--- src/rtl/bcs_pkg.sv ---
package bcs_pkg;
  localparam int MAX_CYC = 4;
  localparam int IDX_W   = $clog2(MAX_CYC);
  localparam int CNT_W   = $clog2(MAX_CYC + 1);
  localparam int LANES   = 4;

  typedef enum logic [1:0] {
    SZ_BYTE = 2'd0,
    SZ_HALF = 2'd1,
    SZ_WORD = 2'd2,
    SZ_WRSV = 2'd3
  } op_size_e;

  // one physical cycle: which dword of the window, lanes active (high true)
  typedef struct packed {
    logic             upper_dw;
    logic [LANES-1:0] lanes;
  } cyc_desc_t;
endpackage

--- src/rtl/bcs_planner.sv ---
module bcs_planner
  import bcs_pkg::*;
(
  input  logic [1:0]                  offset,
  input  logic [1:0]                  size,
  input  logic                        half_bus,
  output cyc_desc_t [MAX_CYC-1:0]     plan,
  output logic [CNT_W-1:0]            n_cyc
);
  logic [2*LANES-1:0] win;
  logic [LANES-1:0]   len_m;
  logic [LANES-1:0]   dwl;
  int                 k;

  always_comb begin
    case (op_size_e'(size))
      SZ_BYTE: len_m = 4'b0001;
      SZ_HALF: len_m = 4'b0011;
      default: len_m = 4'b1111;
    endcase
    win  = {4'b0000, len_m} << offset;
    plan = '0;
    k    = 0;
    dwl  = '0;
    // higher dword first, then the lower one
    for (int d = 1; d >= 0; d--) begin
      dwl = (d == 1) ? win[7:4] : win[3:0];
      if (dwl != '0) begin
        if (half_bus && (|dwl[1:0]) && (|dwl[3:2])) begin
          plan[k[IDX_W-1:0]] = '{upper_dw: d[0], lanes: {2'b00, dwl[1:0]}};
          k = k + 1;
          plan[k[IDX_W-1:0]] = '{upper_dw: d[0], lanes: {dwl[3:2], 2'b00}};
          k = k + 1;
        end else begin
          plan[k[IDX_W-1:0]] = '{upper_dw: d[0], lanes: dwl};
          k = k + 1;
        end
      end
    end
  end

  assign n_cyc = k[CNT_W-1:0];
endmodule

--- src/rtl/bcs_dec16.sv ---
module bcs_dec16 (
  input  logic [3:0] lanes,
  output logic       a1,
  output logic       bhe_n,
  output logic       ble_n
);
  always_comb begin
    if (|lanes[1:0]) begin
      a1    = 1'b0;
      bhe_n = ~lanes[1];
      ble_n = ~lanes[0];
    end else begin
      a1    = 1'b1;
      bhe_n = ~lanes[3];
      ble_n = ~lanes[2];
    end
  end
endmodule

--- src/rtl/bcs_lanes.sv ---
module bcs_lanes (
  input  logic [1:0]  offset,
  input  logic [31:0] op_wdata,
  input  logic        upper_dw,
  input  logic        upper_half16,
  input  logic [31:0] bus_rdata,
  output logic [31:0] bus_wdata,
  output logic [31:0] rd_lanes
);
  logic [63:0] win;
  logic [31:0] dw;

  always_comb begin
    win       = {32'h0, op_wdata} << {offset, 3'b000};
    dw        = upper_dw ? win[63:32] : win[31:0];
    bus_wdata = upper_half16 ? {dw[31:16], dw[31:16]} : dw;
    rd_lanes  = upper_half16 ? {bus_rdata[15:0], bus_rdata[15:0]} : bus_rdata;
  end
endmodule

--- src/rtl/bus_cycle_splitter.sv ---
module bus_cycle_splitter
  import bcs_pkg::*;
#(
  parameter int ADDR_W = 32
) (
  input  logic              clk,
  input  logic              rst_n,
  input  logic              req_valid,
  output logic              req_ready,
  input  logic [ADDR_W-1:0] req_addr,
  input  logic [1:0]        req_size,
  input  logic              req_write,
  input  logic [31:0]       req_wdata,
  output logic              rsp_valid,
  output logic [31:0]       rsp_rdata,
  input  logic              bus_size16,
  output logic              bus_cyc,
  output logic [ADDR_W-1:2] bus_addr,
  output logic [3:0]        bus_be_n,
  output logic              bus_we,
  output logic [31:0]       bus_wdata,
  input  logic [31:0]       bus_rdata,
  input  logic              bus_ready,
  output logic              bus_a1,
  output logic              bus_bhe_n,
  output logic              bus_ble_n
);
  localparam int DW_W = ADDR_W - 2;

  cyc_desc_t [MAX_CYC-1:0] plan_nx, plan_r;
  logic [CNT_W-1:0]        n_nx, n_r;
  logic [IDX_W-1:0]        ptr;
  logic                    busy, s16_r, wr_r;
  logic [1:0]              off_r, size_r;
  logic [DW_W-1:0]         base_r;
  logic [31:0]             wdata_r;
  logic [63:0]             rbuf;
  logic [63:0]             rsh;
  logic [31:0]             len_m32;
  logic [31:0]             rd_lanes;
  cyc_desc_t               cur;
  logic                    accept, step, last;

  bcs_planner u_plan (
    .offset   (req_addr[1:0]),
    .size     (req_size),
    .half_bus (bus_size16),
    .plan     (plan_nx),
    .n_cyc    (n_nx)
  );

  assign cur    = plan_r[ptr];
  assign accept = req_valid && !busy;
  assign step   = busy && bus_ready;
  assign last   = ({1'b0, ptr} == (n_r - CNT_W'(1)));

  always_ff @(posedge clk) begin
    if (!rst_n) begin
      busy      <= 1'b0;
      rsp_valid <= 1'b0;
      ptr       <= '0;
      n_r       <= '0;
      plan_r    <= '0;
      s16_r     <= 1'b0;
      wr_r      <= 1'b0;
      off_r     <= '0;
      size_r    <= '0;
      base_r    <= '0;
      wdata_r   <= '0;
      rbuf      <= '0;
    end else begin
      rsp_valid <= 1'b0;
      if (accept) begin
        busy    <= 1'b1;
        ptr     <= '0;
        n_r     <= n_nx;
        plan_r  <= plan_nx;
        s16_r   <= bus_size16;
        wr_r    <= req_write;
        off_r   <= req_addr[1:0];
        size_r  <= req_size;
        base_r  <= req_addr[ADDR_W-1:2];
        wdata_r <= req_wdata;
        rbuf    <= '0;
      end else if (step) begin
        if (!wr_r) begin
          for (int i = 0; i < LANES; i++) begin
            if (cur.lanes[i])
              rbuf[{cur.upper_dw, i[1:0], 3'b000} +: 8] <= rd_lanes[8*i +: 8];
          end
        end
        if (last) begin
          busy      <= 1'b0;
          rsp_valid <= 1'b1;
        end else begin
          ptr <= ptr + IDX_W'(1);
        end
      end
    end
  end

  bcs_lanes u_lanes (
    .offset       (off_r),
    .op_wdata     (wdata_r),
    .upper_dw     (cur.upper_dw),
    .upper_half16 (s16_r && (cur.lanes[1:0] == 2'b00)),
    .bus_rdata    (bus_rdata),
    .bus_wdata    (bus_wdata),
    .rd_lanes     (rd_lanes)
  );

  bcs_dec16 u_dec (
    .lanes (cur.lanes),
    .a1    (bus_a1),
    .bhe_n (bus_bhe_n),
    .ble_n (bus_ble_n)
  );

  always_comb begin
    case (op_size_e'(size_r))
      SZ_BYTE: len_m32 = 32'h0000_00FF;
      SZ_HALF: len_m32 = 32'h0000_FFFF;
      default: len_m32 = 32'hFFFF_FFFF;
    endcase
    rsh = rbuf >> {off_r, 3'b000};
  end

  assign rsp_rdata = rsh[31:0] & len_m32;
  assign req_ready = !busy;
  assign bus_cyc   = busy;
  assign bus_we    = wr_r;
  assign bus_be_n  = ~cur.lanes;
  assign bus_addr  = base_r + {{(DW_W-1){1'b0}}, cur.upper_dw};
endmodule

--- config.mk ---
export PLATFORM = sky130hd
export DESIGN_NAME = bus_cycle_splitter
export DESIGN_NICKNAME = d
export VERILOG_FILES = /design/src/rtl/bcs_pkg.sv /design/src/rtl/bcs_planner.sv /design/src/rtl/bcs_dec16.sv /design/src/rtl/bcs_lanes.sv /design/src/rtl/bus_cycle_splitter.sv
export SDC_FILE = /design/constraint.sdc
export NUM_CORES = 1
export LEC_CHECK = 0
export ABC_AREA = 0
export BUFFER_PORTS_ARGS = -buffer_cell sky130_fd_sc_hd__buf_2
export CAP_MARGIN = 25
export CORE_ASPECT_RATIO = 1.1
export CORE_MARGIN = 1
export CORE_UTILIZATION = 54
export DETAILED_ROUTE_END_ITERATION = 6
export PLACE_DENSITY_LB_ADDON = 0.15
export REMOVE_ABC_BUFFERS = 1
export SETUP_SLACK_MARGIN = 0.15
export SLEW_MARGIN = 20
export SYNTH_ARGS = -nofsm -noshare
export SYNTH_HDL_FRONTEND = slang
export SYNTH_SLANG_ARGS = --single-unit
--- constraint.sdc ---
create_clock -name clk -period 3.4 [get_ports clk]
set_clock_uncertainty 0.15 [all_clocks]
set_input_delay 0.34 -clock clk [delete_from_list [all_inputs] [get_ports clk]]
set_output_delay 0.34 -clock clk [all_outputs]
set_load 0.1 [all_outputs]
# Word-level counts from Yosys, hierarchy flattened
# Cells that the tools add are included.
# op_classes
reduce_logical,27
add_sub_neg,9
order_cmp,5
bitwise_logic,10
mux,50
n_eq_ne,3
n_shift,11
# op_table
op,n
$mux 64,16
$bwmux 64,4
$shift 8x8->64 const A,4
$shiftx 8x8->64,4
$mux 32,2
$pmux 32 s2,1
$shl 32x5->64,1
$shr 64x5->32,1
$bwmux 20,3
$mux 20,2
$and 32x32->32,1
$neg 6->8,4
$add 30x1->30,1
$demux 5 s2,2
$mux 5,4
$mux 16,1
$reduce_or 2->1,6
$bmux 5 s2,1
$mux 10,1
$logic_and 1x1->1,9
$lt 2x3->1 const B,3
$not 1->1,8
$pmux 4 s2,1
$reduce_bool 4->1,2
17 further kinds,33
# totals
output_inout_bits,105
register_bits,159

# Longest topological paths before layout
# Gate-level depths: netlist of the first run.
# depth
ltp_word,26
mapped_depth,13
mapped_depth_nobuf,10

# Modules after synthesis
# Synthesis of the first run repeated with hierarchy kept, for this count alone.
# hier_totals
cells_unflattened,975
area_unflattened_um2,8853.5
# by_module_without_submodules
mod,cells_each,instances,seq_area_each_um2,area_each_um2
bus_cycle_splitter,770,1,3022.9,7203.2
bcs_lanes,156,1,0.0,1312.5
bcs_planner,44,1,0.0,316.6
bcs_dec16,5,1,0.0,21.3

# Worst setup path after synthesis of the first run
# Ideal clock, no wire load.
# synth_timing
path_type,register to output
from,reg ptr[0]
to,out bus_addr[24] (netlist name)
required_time_ns,2.910
arrival_ns,3.968
setup_slack_ns,-1.058
path_stages_with_launch,14
n_path_buf,3
path_cell_list,dfxtp_1 buf_6 mux2i_4 or2_4 inv_2 buf_6 buf_2 ha_1 ha_1 nand3_1 nor4_1 and3_1 nand3_1 xnor2_1
# synth_between
elab_chain_len,3
# synth_lines
item,line_no,text
"start, declared",bus_cycle_splitter.sv:32,logic [IDX_W-1:0] ptr;
"start signal, assigned",bus_cycle_splitter.sv:96,ptr <= ptr + IDX_W'(1);
$bmux 5 s2,bus_cycle_splitter.sv:52,assign cur = plan_r[ptr];
$mux 5 (not written as such),bus_cycle_splitter.sv:52,
$add 30x1->30,bus_cycle_splitter.sv:133,"assign bus_addr = base_r + {{(DW_W-1){1'b0}}, cur.upper_dw};"
"end, declared",bus_cycle_splitter.sv:18,"output logic [ADDR_W-1:2] bus_addr,"
# Every way passes these cells. The select of a mux whose other input is x is not followed.

# Final worst setup path of the first run
# layout_timing
from,reg ptr[0]
to,out bus_addr[20] (netlist name)
# Same word-level chain as after synthesis.

==> flow_metrics.py, run 1 <==
metrics = {
    "outcome": {
        "status": "finished, final reports clean",
    },
    "floorplanning": {
        "start_util_pct": 55.9,
        "fp.dieH_um": 134,
        "die_w_um": 122,
        "io_pins": 209,
        "num_rows": 47,
        "core_sq_um": 15200,
        "dieArea_sq_um": 16300,
    },
    "routing": {
        "viasPerCell": 5.78,
        "drc": 0,
        "vias": 8009,
        "wire_per_inst_um": 17.8,
        "wl_mm": 24.6,
        "ant_nets": 0,
        "drtIter0Drc": 653,
        "drtPass1Iterations": 4,
    },
    "sta": {
        "max_slew_margin_pct": 42.8,
        "report.final.hold_viol_count": 0,
        "rsz0062_at_grt": "yes",
        "tightest_slew_ns": 0.834,
        "fin_crit_sh_pct": 94.6,
        "fin_crit_ns": 3.22,
        "fmax_mhz": 311,
        "slew_violations": 0,
        "setup_violations": 0,
        "holdWs_ns": 0.0118,
    },
    "worst_hold_path": {
        "hold_class": "in2reg",
    },
    "yosys": {
        "synth.avg_cell_area_sq_um": 8.72,
        "synthCells": 977,
        "synth_warnings": 0,
        "syn-cell-area_sq_um": 8520,
        "ys_ff_latch": 149,
        "yosysSeqAreaShare_pct": 35.0,
        "ys_types": 52,
    },
    "critical_path": {
        "cp-end-kind": "primary output",
        "worst_ep_required_time_ns": 2.91,
        "cp_data_arrival_time_ns": 2.73,
        "cpMaxStageDelayCell": "dfxtp_4",
        "path_class": "reg2out",
        "crit_path_max_incr_delay_ns": 0.35,
        "cp-start-kind": "flop",
        "cpMostUsedCell": "ha_4",
        "cp_max_fo": 4,
        "path_cells": "mux2i_4, or2_4, inv_4, ha_4, ha_4, nand3_4, nor4_4, and3_4, and4_4, xor2_4, buf_12",
    },
    "clock_network": {
        "cts_tree": "yes",
        "clk_latency_ns": 0.42,
        "htreeDepth": 4,
        "cts_root_buffer": "clkbuf_16",
        "clock_sinks": 149,
        "clock_path_buffers": 2,
        "numCtsBuffers": 17,
        "clk_pin_slew_worst_paths_ns": 0.06,
    },
    "finish": {
        "fillerInstances": 1079,
        "layout_common_cells": "208 x nand2_1, 154 x buf_2, 146 x dfxtp_1, 83 x mux2i_1, 72 x a21boi_0",
        "syn_to_final_growth_pct": 35.1,
        "final_common_cell": "nand2_1",
        "nets": 1283,
        "final_cells": 1385,
        "utilization_pct": 75.6,
        "drive_gt1_share_pct": 31.2,
    },
    "power_and_ir_drop": {
        "p_per_area_nw_per_um2": 442,
        "p_leak_uw": 0.00485,
        "ir_worst_vdd_uv": 361,
        "power.total_uw": 5080,
    },
    "run": {
        "maxCapViolCount": 0,
    },
    "place": {
        "dp.cells": 1331,
        "place_congestion": 0.827,
        "hpwl_mm": 16.2,
        "numPortBuffers": 208,
    },
    "grt": {
        "first_global_vias": 7766,
        "grt_overflow_total": 0,
        "grt_pass1_wl_mm": 39.0,
        "antenna_found_initial": 2,
        "grt_max_degree": 48,
        "grt_usage_pct": 30.8,
    },
}
-- metrics by stage --
stage	instance area (sq um)	setup WS, ns	TNS (ns)
global route	11500	0.0890	0
global placement	10500	0.262	0
detailed placement	10500	0.239	0
floorplan	8180	-1.85	-236.09
finish	11500	0.183	0
CTS	11400	0.0628	0
-- sequential cells by signal (all words and copies together) (netlist names) --
name / count
plan_r: 18
rbuf: 56
n_r: 3
rsp_valid: 1
bus_we: 1
size_r: 2
wdata_r: 32
bus_cyc: 1
base_r: 30
off_r: 2
s16_r: 1
ptr: 2
-- synthesized netlist by cell type, drive strengths merged --
master | number | area, sq um
nand2b | 1 | 6.26
nand2 | 211 | 792
a21boi | 72 | 541
a2bb2oi | 1 | 8.76
nor2 | 49 | 184
ha | 3 | 37.5
xor2 | 10 | 87.6
a21o | 1 | 7.51
nand4b | 1 | 8.76
o311ai | 1 | 8.76
a22o | 1 | 8.76
mux2 | 20 | 225
clkbuf | 46 | 173
mux2i | 84 | 853
nor4 | 2 | 12.5
and2 | 19 | 119
a221oi | 7 | 61.3
or2 | 2 | 15.0
nand4 | 8 | 50.1
and3 | 13 | 81.3
dfxtp | 149 | 2980
xnor2 | 23 | 201
a31oi | 2 | 12.5
a311oi | 1 | 8.76
nor3 | 15 | 114
o2bb2ai | 8 | 70.1
o22ai | 8 | 50.1
o21a | 2 | 15.0
a21oi | 50 | 265
buf | 26 | 165
and4 | 7 | 61.3
inv | 18 | 67.6
nand3 | 15 | 95.1
nor3b | 1 | 7.51
o211a | 4 | 40.0
o21ai | 49 | 260
o221ai | 1 | 8.76
nor2b | 11 | 68.8
mux4 | 32 | 721
o211ai | 2 | 15.0
a32o | 1 | 10.0
-- path summary, 6_finish.rpt --
| check | from | cells after the start | end | slack (ns) |
|---|---|---|---|---|
| setup / recovery | ptr[0] | 11 | bus_addr[20] | 0.18 |
| hold / removal | req_addr[9] | 3 | base_r[7] | 0.01 |
| setup reg to reg | ptr[1] | 6 | rbuf[42] | 0.77 |
| hold reg to reg | plan_r[13] | 2 | plan_r[13] | 0.31 |
-- critical path, delay by kind of cell, from the launching register on --
kind / cells / cell delay, ns
fa+ha+maj: 2 / 0.28
mux: 1 / 0.18
buf+inv: 2 / 0.26
flops: 1 / 0.35
xor+xnor: 1 / 0.17
simple gates: 5 / 1.05
-- per-layer routing --
metal / vias to the layer above / part of all wire, % / global-route usage, %
li1: 3821 / - / -
met1: 3817 / 40 / 36.4
met2: 309 / 50 / 52.1
met3: 60 / 7.2 / 7.96
met4: 2 / 2.7 / 13.2
met5: - / 0.053 / 0
-- power by group --
group          total, uW  internal, uW  switching [uW]
Combinational       1320           438             883
Sequential          1880          1810            72.9
Clock               1880          1150             731
-- final cells by class --
type / instances / area, sq um / share of cell area, %
Clock buffer: 23 / 488 / 4.24
Multi-Input combinational cell: 738 / 5360 / 46.6
Tap cell: 196 / 245 / 2.13
Clock inverter: 8 / 98.8 / 0.859
Inverter: 18 / 70.1 / 0.609
Timing Repair Buffer: 252 / 2250 / 19.6
Antenna cell: 1 / 2.50 / 0.0217
Sequential cell: 149 / 2990 / 26.0
-- logic make-up after synthesis --
family | Yosys count | share of synthesized area, %
AOI/OAI and AO/OA | 211 | 16.3
xor gates and xnor gates | 33 | 3.39
adders and majority gates | 3 | 0.441
buffers and inverters | 90 | 4.76
DFF | 149 | 35.0
muxes | 136 | 21.1
and+or+nand+nor | 355 | 19.0
-- timing repair --
item	in CTS	in global routing
pin swaps	3	7
setup endpoints to repair	23	25
gates resized for setup	24	13
hold endpoints to repair	13	0
setup buffers	3	6
hold buffers	13	0
(Power assumes the default switching activity.)
==> run 2, diff against run 1 <==
--- a/config.mk
+++ b/config.mk
@@ -5,12 +5,12 @@
 export SDC_FILE = /design/constraint.sdc
 export NUM_CORES = 1
 export LEC_CHECK = 0
-export ABC_AREA = 0
+export ABC_AREA = 1
 export BUFFER_PORTS_ARGS = -buffer_cell sky130_fd_sc_hd__buf_2
-export CAP_MARGIN = 25
+export CAP_MARGIN = 5
 export CORE_ASPECT_RATIO = 1.1
 export CORE_MARGIN = 1
-export CORE_UTILIZATION = 54
+export CORE_UTILIZATION = 55
 export DETAILED_ROUTE_END_ITERATION = 6
 export PLACE_DENSITY_LB_ADDON = 0.15
 export REMOVE_ABC_BUFFERS = 1
==> run 2 against run 1 <==
Final cell count grew 26%; sequential power about the same; critical path depth down 6; via count rose by 21%; hold slack lost 0.0049 ns; register-to-register slack improved by 0.23 ns; routed wire length grew 13%; power rose by 8.4%; cell area is 0.11% lower; synthesized cell count grew 33%; die area increased by 0.49%; first-iteration DRC count increased by 46%; critical path type unchanged; largest power group is now the clock network.
==> flow_metrics.py, run 2 <==
metrics = {
    "place": {
        "place_ws_ns": 0.432,
        "place_congestion": 0.927,
        "numPortBuffers": 208,
        "hpwl_mm": 18.1,
    },
    "yosys": {
        "synthArstFlopShare_pct": 0,
        "syn-cell-area_sq_um": 8720,
        "synth_warnings": 0,
        "synth_top_flop_cell": "dfxtp_1",
        "synth.avg_cell_area_sq_um": 6.69,
        "yosysSeqAreaShare_pct": 34.2,
        "yosys.area.top_type_share_pct": 34.2,
        "yosysMostFrequentCell": "nand2_1",
        "synth_area_leaders": "dfxtp_1 34%, nand2_1 15%, o21ai_0 8.4%",
        "synth_top_area_cell": "dfxtp_1",
        "synth_edf_count": 0,
        "ys_ff_latch": 149,
        "synthCells": 1303,
        "synth_common_cells": "344 x nand2_1, 149 x dfxtp_1, 147 x o21ai_0",
        "ys_types": 45,
    },
    "clock_network": {
        "htreeDepth": 4,
        "clock_sinks": 149,
        "numCtsBuffers": 17,
        "clock_path_buffers": 2,
        "cts_root_buffer": "clkbuf_16",
        "cts_tree": "yes",
        "clk_pin_slew_worst_paths_ns": 0.06,
        "clk_latency_ns": 0.43,
    },
    "sta": {
        "slew_violations": 0,
        "rsz0062_at_grt": "no",
        "report.final.hold_viol_count": 0,
        "fin_crit_sh_pct": 90.2,
        "fin_crit_ns": 3.07,
        "setup_violations": 0,
        "max_slew_margin_pct": 34.0,
        "setup-tns-final_ns": 0,
        "tightest_slew_ns": 0.986,
        "fmax_mhz": 326,
        "worst_slack_ns": 0.333,
    },
    "power_and_ir_drop": {
        "ir_worst_vdd_uv": 359,
        "swShare_pct": 37.8,
        "power.total_uw": 5510,
        "p_sw_uw": 2080,
        "pwr-share-seq_pct": 34.2,
        "p_int_uw": 3430,
        "power_frac_comb_pct": 29.7,
        "clockPowerShare_pct": 36.1,
        "p_leak_uw": 0.00513,
        "p_per_area_nw_per_um2": 479,
    },
    "critical_path": {
        "cp-start-kind": "flop",
        "path_cells": "inv_2, buf_4, nand2_1, a22oi_1, buf_2",
        "path_class": "reg2out",
        "path_buf_inv": 3,
        "startpoint": "off_r[0]",
        "worst_ep_required_time_ns": 2.91,
        "cpMaxStageDelayCell": "dfxtp_4",
        "crit_path_max_incr_delay_ns": 0.51,
        "cp-end-kind": "primary output",
        "r2r_start": "bus_cyc",
        "cp_max_fo": 55,
        "cp_data_arrival_time_ns": 2.58,
        "path_delay_family": "buffers and inverters",
    },
    "finish": {
        "reg.largest.list": "rbuf (56), wdata_r (32), base_r (30)",
        "utilization_pct": 75.2,
        "nets": 1640,
        "drive_gt1_share_pct": 22.5,
        "max_flop_register": "rbuf",
        "largest_reg_flops": 56,
        "diodes": 0,
        "syn_to_final_growth_pct": 31.8,
        "final_common_cell": "nand2_1",
        "layout_common_cells": "344 x nand2_1, 169 x buf_2, 147 x o21ai_0, 145 x dfxtp_1, 121 x nor2_1",
    },
    "grt": {
        "first_global_vias": 8754,
        "grt_pass1_wl_mm": 43.3,
        "antenna_found_initial": 0,
        "grt_overflow_total": 0,
        "grt_usage_pct": 33.8,
        "grt_max_degree": 64,
    },
    "floorplanning": {
        "core_sq_um": 15300,
        "die_w_um": 122,
        "io_pins": 209,
        "num_rows": 47,
        "fp.dieH_um": 134,
        "start_util_pct": 57.0,
        "dieArea_sq_um": 16400,
    },
    "routing": {
        "vias": 9699,
        "viasPerCell": 5.57,
        "drtIter0Drc": 955,
        "drc": 0,
        "wl_mm": 27.8,
        "wire_per_inst_um": 16.0,
        "drtPass1Iterations": 5,
        "ant_nets": 0,
    },
    "outcome": {
        "status": "finished, final reports clean",
    },
    "worst_hold_path": {
        "hold_class": "in2reg",
        "worstHoldStart": "req_addr[12]",
    },
    "run": {
        "maxCapViolCount": 0,
    },
}
-- run 2: changes by cell type in the layout (fill, tap and decap cells not counted), sizes merged, moves of 25 or more --
cell         change
a21oi           +25
a22o            +27
dlygate4sd3     +39
inv            +120
mux4            -32
mux2i           -84
nand3           +56
nand2          +148
a21boi          -72
o21ai          +116
nor2            +94
-- run 2: area by class of cell --
cell class / instances / area [sq um]
Inverter: 137 / 522
Fill cell: 1198 / 3790
Tap cell: 196 / 245
Multi-Input combinational cell: 949 / 4890
Timing Repair Buffer: 279 / 2240
Sequential cell: 149 / 2990
Clock inverter: 11 / 174
Clock buffer: 20 / 437
-- run 2: final timing paths --
path / to / slack (ns) / depth (start not counted)
setup / recovery: rsp_rdata[4] / 0.33 / 5
hold reg to reg: plan_r[5] / 0.29 / 2
setup reg to reg: rbuf[53] / 1.00 / 9
hold / removal: base_r[10] / 0.007 / 2
-- run 2: repair_timing --
action | CTS | global route
pin swaps | 0 | 2
gates cloned | 0 | 0
endpoints found under the hold margin | 52 | 0
buffers inserted | 0 | 2
setup endpoints to repair | 6 | 13
resized for setup | 6 | 13
hold buffers | 52 | 0
-- run 2: cells by family (layout without fill, tap and decap cells) --
kind of cell | after synthesis | in the layout | share of synthesized area [%]
buffers and inverters | 205 | 447 | 10.5
adders and majority gates | 3 | 3 | 0.430
xor gates and xnor gates | 29 | 29 | 2.91
and+or+nand+nor | 620 | 620 | 32.4
DFF | 149 | 149 | 34.2
AOI/OAI and AO/OA | 297 | 297 | 19.5
-- run 2: metal layers --
metal / wire [um] / GRT usage, % / vias up
met1: 11400 / 42.1 / 4382
met2: 12900 / 55.8 / 535
met3: 2510 / 6.76 / 75
li1: - / - / 4707
met5: 0 / 0 / -
met4: 996 / 15.8 / 0
-- run 2: power by group through the flow --
stage / Combinational (uW) / Sequential (uW) / Clock (uW)
global route: 1710 / 1890 / 2080
CTS: 1610 / 1880 / 2010
detailed placement: 1560 / 1920 / 0
floorplan: 1140 / 1930 / 0
finish: 1640 / 1880 / 1990
global placement: 1550 / 1920 / 0
-- run 2: metrics by stage --
step / instances / hold WS, ns / area, sq um
after CTS: 1739 / 0.000767 / 11400
final: 1741 / 0.00689 / 11500
after global placement: 1656 / 0.277 / 10300
after detailed placement: 1656 / 0.281 / 10300
after floorplan: 1235 / 0.269 / 8320
after global routing: 1741 / 0.00408 / 11500
==> run 3, diff against run 2 <==
--- a/config.mk
+++ b/config.mk
@@ -12,7 +12,7 @@
 export CORE_MARGIN = 1
 export CORE_UTILIZATION = 55
 export DETAILED_ROUTE_END_ITERATION = 6
-export PLACE_DENSITY_LB_ADDON = 0.15
+export PLACE_DENSITY = 0.8
 export REMOVE_ABC_BUFFERS = 1
 export SETUP_SLACK_MARGIN = 0.15
 export SLEW_MARGIN = 20
==> run 3 against run 2 <==
Worst setup slack got worse by 0.091 ns; clock-buffer cell count decreased by 1; largest cell class unchanged; via count is 0.87% lower; clock power decreased by 8%; cell area fell by 2.7%; die area unchanged; final cell count decreased by 0.29%; utilization shrank 2.0 points; critical endpoint is now bus_addr[12]; highest routed layer unchanged; register-to-register slack better by 0.13 ns; non-clock buffer count down 6; combinational power about the same.
==> flow_metrics.py, run 3 (synthesis gave the netlist of run 2 again) <==
metrics = {
    "sta": {
        "tightest_slew_ns": 0.955,
        "rsz0062_at_grt": "no",
        "max_slew_margin_pct": 36.1,
        "setup_violations": 0,
        "fin_crit_sh_pct": 92.9,
        "fin_crit_ns": 3.16,
        "slew_violations": 0,
        "fmax_mhz": 317,
        "holdWs_ns": 0.0109,
        "setup-tns-final_ns": 0,
        "report.final.hold_viol_count": 0,
    },
    "routing": {
        "ant_nets": 0,
        "viasPerCell": 5.54,
        "drtPass1Iterations": 6,
        "vias": 9615,
        "drtIter0Drc": 906,
        "wire_per_inst_um": 15.9,
        "drc": 0,
        "wl_mm": 27.6,
    },
    "finish": {
        "fillerInstances": 1225,
        "nets": 1634,
        "stdcell_area_sq_um": 11200,
        "final_cells": 1736,
        "largest_reg_flops": 56,
        "diodes": 0,
        "max_flop_register": "rbuf",
        "drive_gt1_share_pct": 22.9,
        "syn_to_final_growth_pct": 28.3,
        "layout_common_cells": "344 x nand2_1, 180 x buf_2, 147 x o21ai_0, 145 x dfxtp_1, 121 x nor2_1",
        "reg.largest.list": "rbuf (56), wdata_r (32), base_r (30)",
        "final_common_cell": "nand2_1",
        "utilization_pct": 73.2,
    },
    "critical_path": {
        "cp_max_fo": 9,
        "path_class": "reg2out",
        "worst_ep_required_time_ns": 2.91,
        "cp_data_arrival_time_ns": 2.67,
        "cp-start-kind": "flop",
        "r2r_cells": 7,
        "cp-end-kind": "primary output",
    },
    "floorplanning": {
        "num_rows": 47,
        "dieArea_sq_um": 16400,
        "core_sq_um": 15300,
        "die_w_um": 122,
        "io_pins": 209,
        "fp.dieH_um": 134,
        "start_util_pct": 57.0,
    },
    "power_and_ir_drop": {
        "ir_worst_vdd_uv": 357,
        "p_per_area_nw_per_um2": 478,
        "p_leak_uw": 0.00505,
    },
    "clock_network": {
        "clk_latency_ns": 0.42,
        "clk_pin_slew_worst_paths_ns": 0.06,
        "clock_sinks": 149,
        "htreeDepth": 4,
        "numCtsBuffers": 17,
        "cts_root_buffer": "clkbuf_16",
        "cts_tree": "yes",
        "clock_path_buffers": 2,
    },
    "grt": {
        "use_met2_pct": 56.3,
        "first_global_vias": 8912,
        "busiest_layer": "met2",
        "gr-usage-met3_pct": 5.48,
        "grt_overflow_total": 0,
        "grt_use_met1_pct": 41.6,
        "grt_max_degree": 64,
        "grt_usage_pct": 33.5,
        "antenna_found_initial": 0,
        "grt_pass1_wl_mm": 43.4,
    },
    "place": {
        "hpwl_mm": 18.2,
        "dp.cells": 1657,
        "place_congestion": 0.922,
        "placed_area_sq_um": 10100,
        "numPortBuffers": 208,
    },
    "run": {
        "maxCapViolCount": 0,
    },
    "outcome": {
        "status": "finished, final reports clean",
    },
    "worst_hold_path": {
        "hold_path_depth": 2,
        "hold_class": "in2reg",
    },
}
==> run 3: cell types whose count changed in the layout (fill, tap and decap cells not counted), moves of 3 or more <==
cell	delta
clkbuf_1	-3
clkinv_2	+3
buf_12	-13
dlygate4sd3_1	-8
bufinv_16	-3
buf_2	+11
buf_4	+3
==> run 3: layout make-up <==
class                           count  area (sq um)  share of cell area, %
Tap cell                          196           245                   2.19
Clock buffer                       19           453                   4.05
Inverter                          137           518                   4.63
Multi-Input combinational cell    949          4880                   43.6
Sequential cell                   149          2990                   26.7
Clock inverter                     13           123                   1.10
Timing Repair Buffer              273          1980                   17.7
==> run 3: power by group <==
group	leakage (uW)	switching, uW	internal, uW
combinational	0.00356	1250	376
sequential	0.00122	66.1	1810
clock	0.000278	786	1060
total	0.00505	2100	3250
==> run 3: worst max-delay path, stage by stage, from the launching register on <==
cell and delay, ns:
dfxtp_2 0.38, nor2_2 0.16, nand2_4 0.06, clkinv_2 0.05, ha_2 0.21, ha_4 0.16
nand3_4 0.12, nor2_4 0.17, nand2_2 0.09, nor2_4 0.19, buf_4 0.14, xor2_1 0.29
buf_12 0.22
==> run 3: final timing paths <==
check / from / to / slack, ns
setup / recovery: ptr[1] / bus_addr[12] / 0.24
hold / removal: req_addr[7] / base_r[5] / 0.01
setup reg to reg: bus_cyc / base_r[22] / 1.13
hold reg to reg: plan_r[16] / plan_r[16] / 0.30
==> run 3: what timing repair did <==
item | in CTS | in global routing
endpoints found under the hold margin | 44 | 0
setup buffers | 0 | 3
endpoints found under the setup margin | 2 | 14
pin swaps | 0 | 2
cloned | 0 | 0
hold buffers | 44 | 0
resized for setup | 3 | 14
==> run 3: metrics by stage <==
step	power, uW	setup slack (ns)
floorplan	3070	-2.69
global placement	3460	0.642
detailed placement	3470	0.488
CTS	5330	0.157
global route	5520	0.139
finish	5340	0.242
==> run 3: routing by layer <==
layer  part of all wire [%]  routed length (um)
met4                    3.6                 995
met3                    8.1                2230
met5                      0                   0
met1                     40               11100
met2                     48               13300
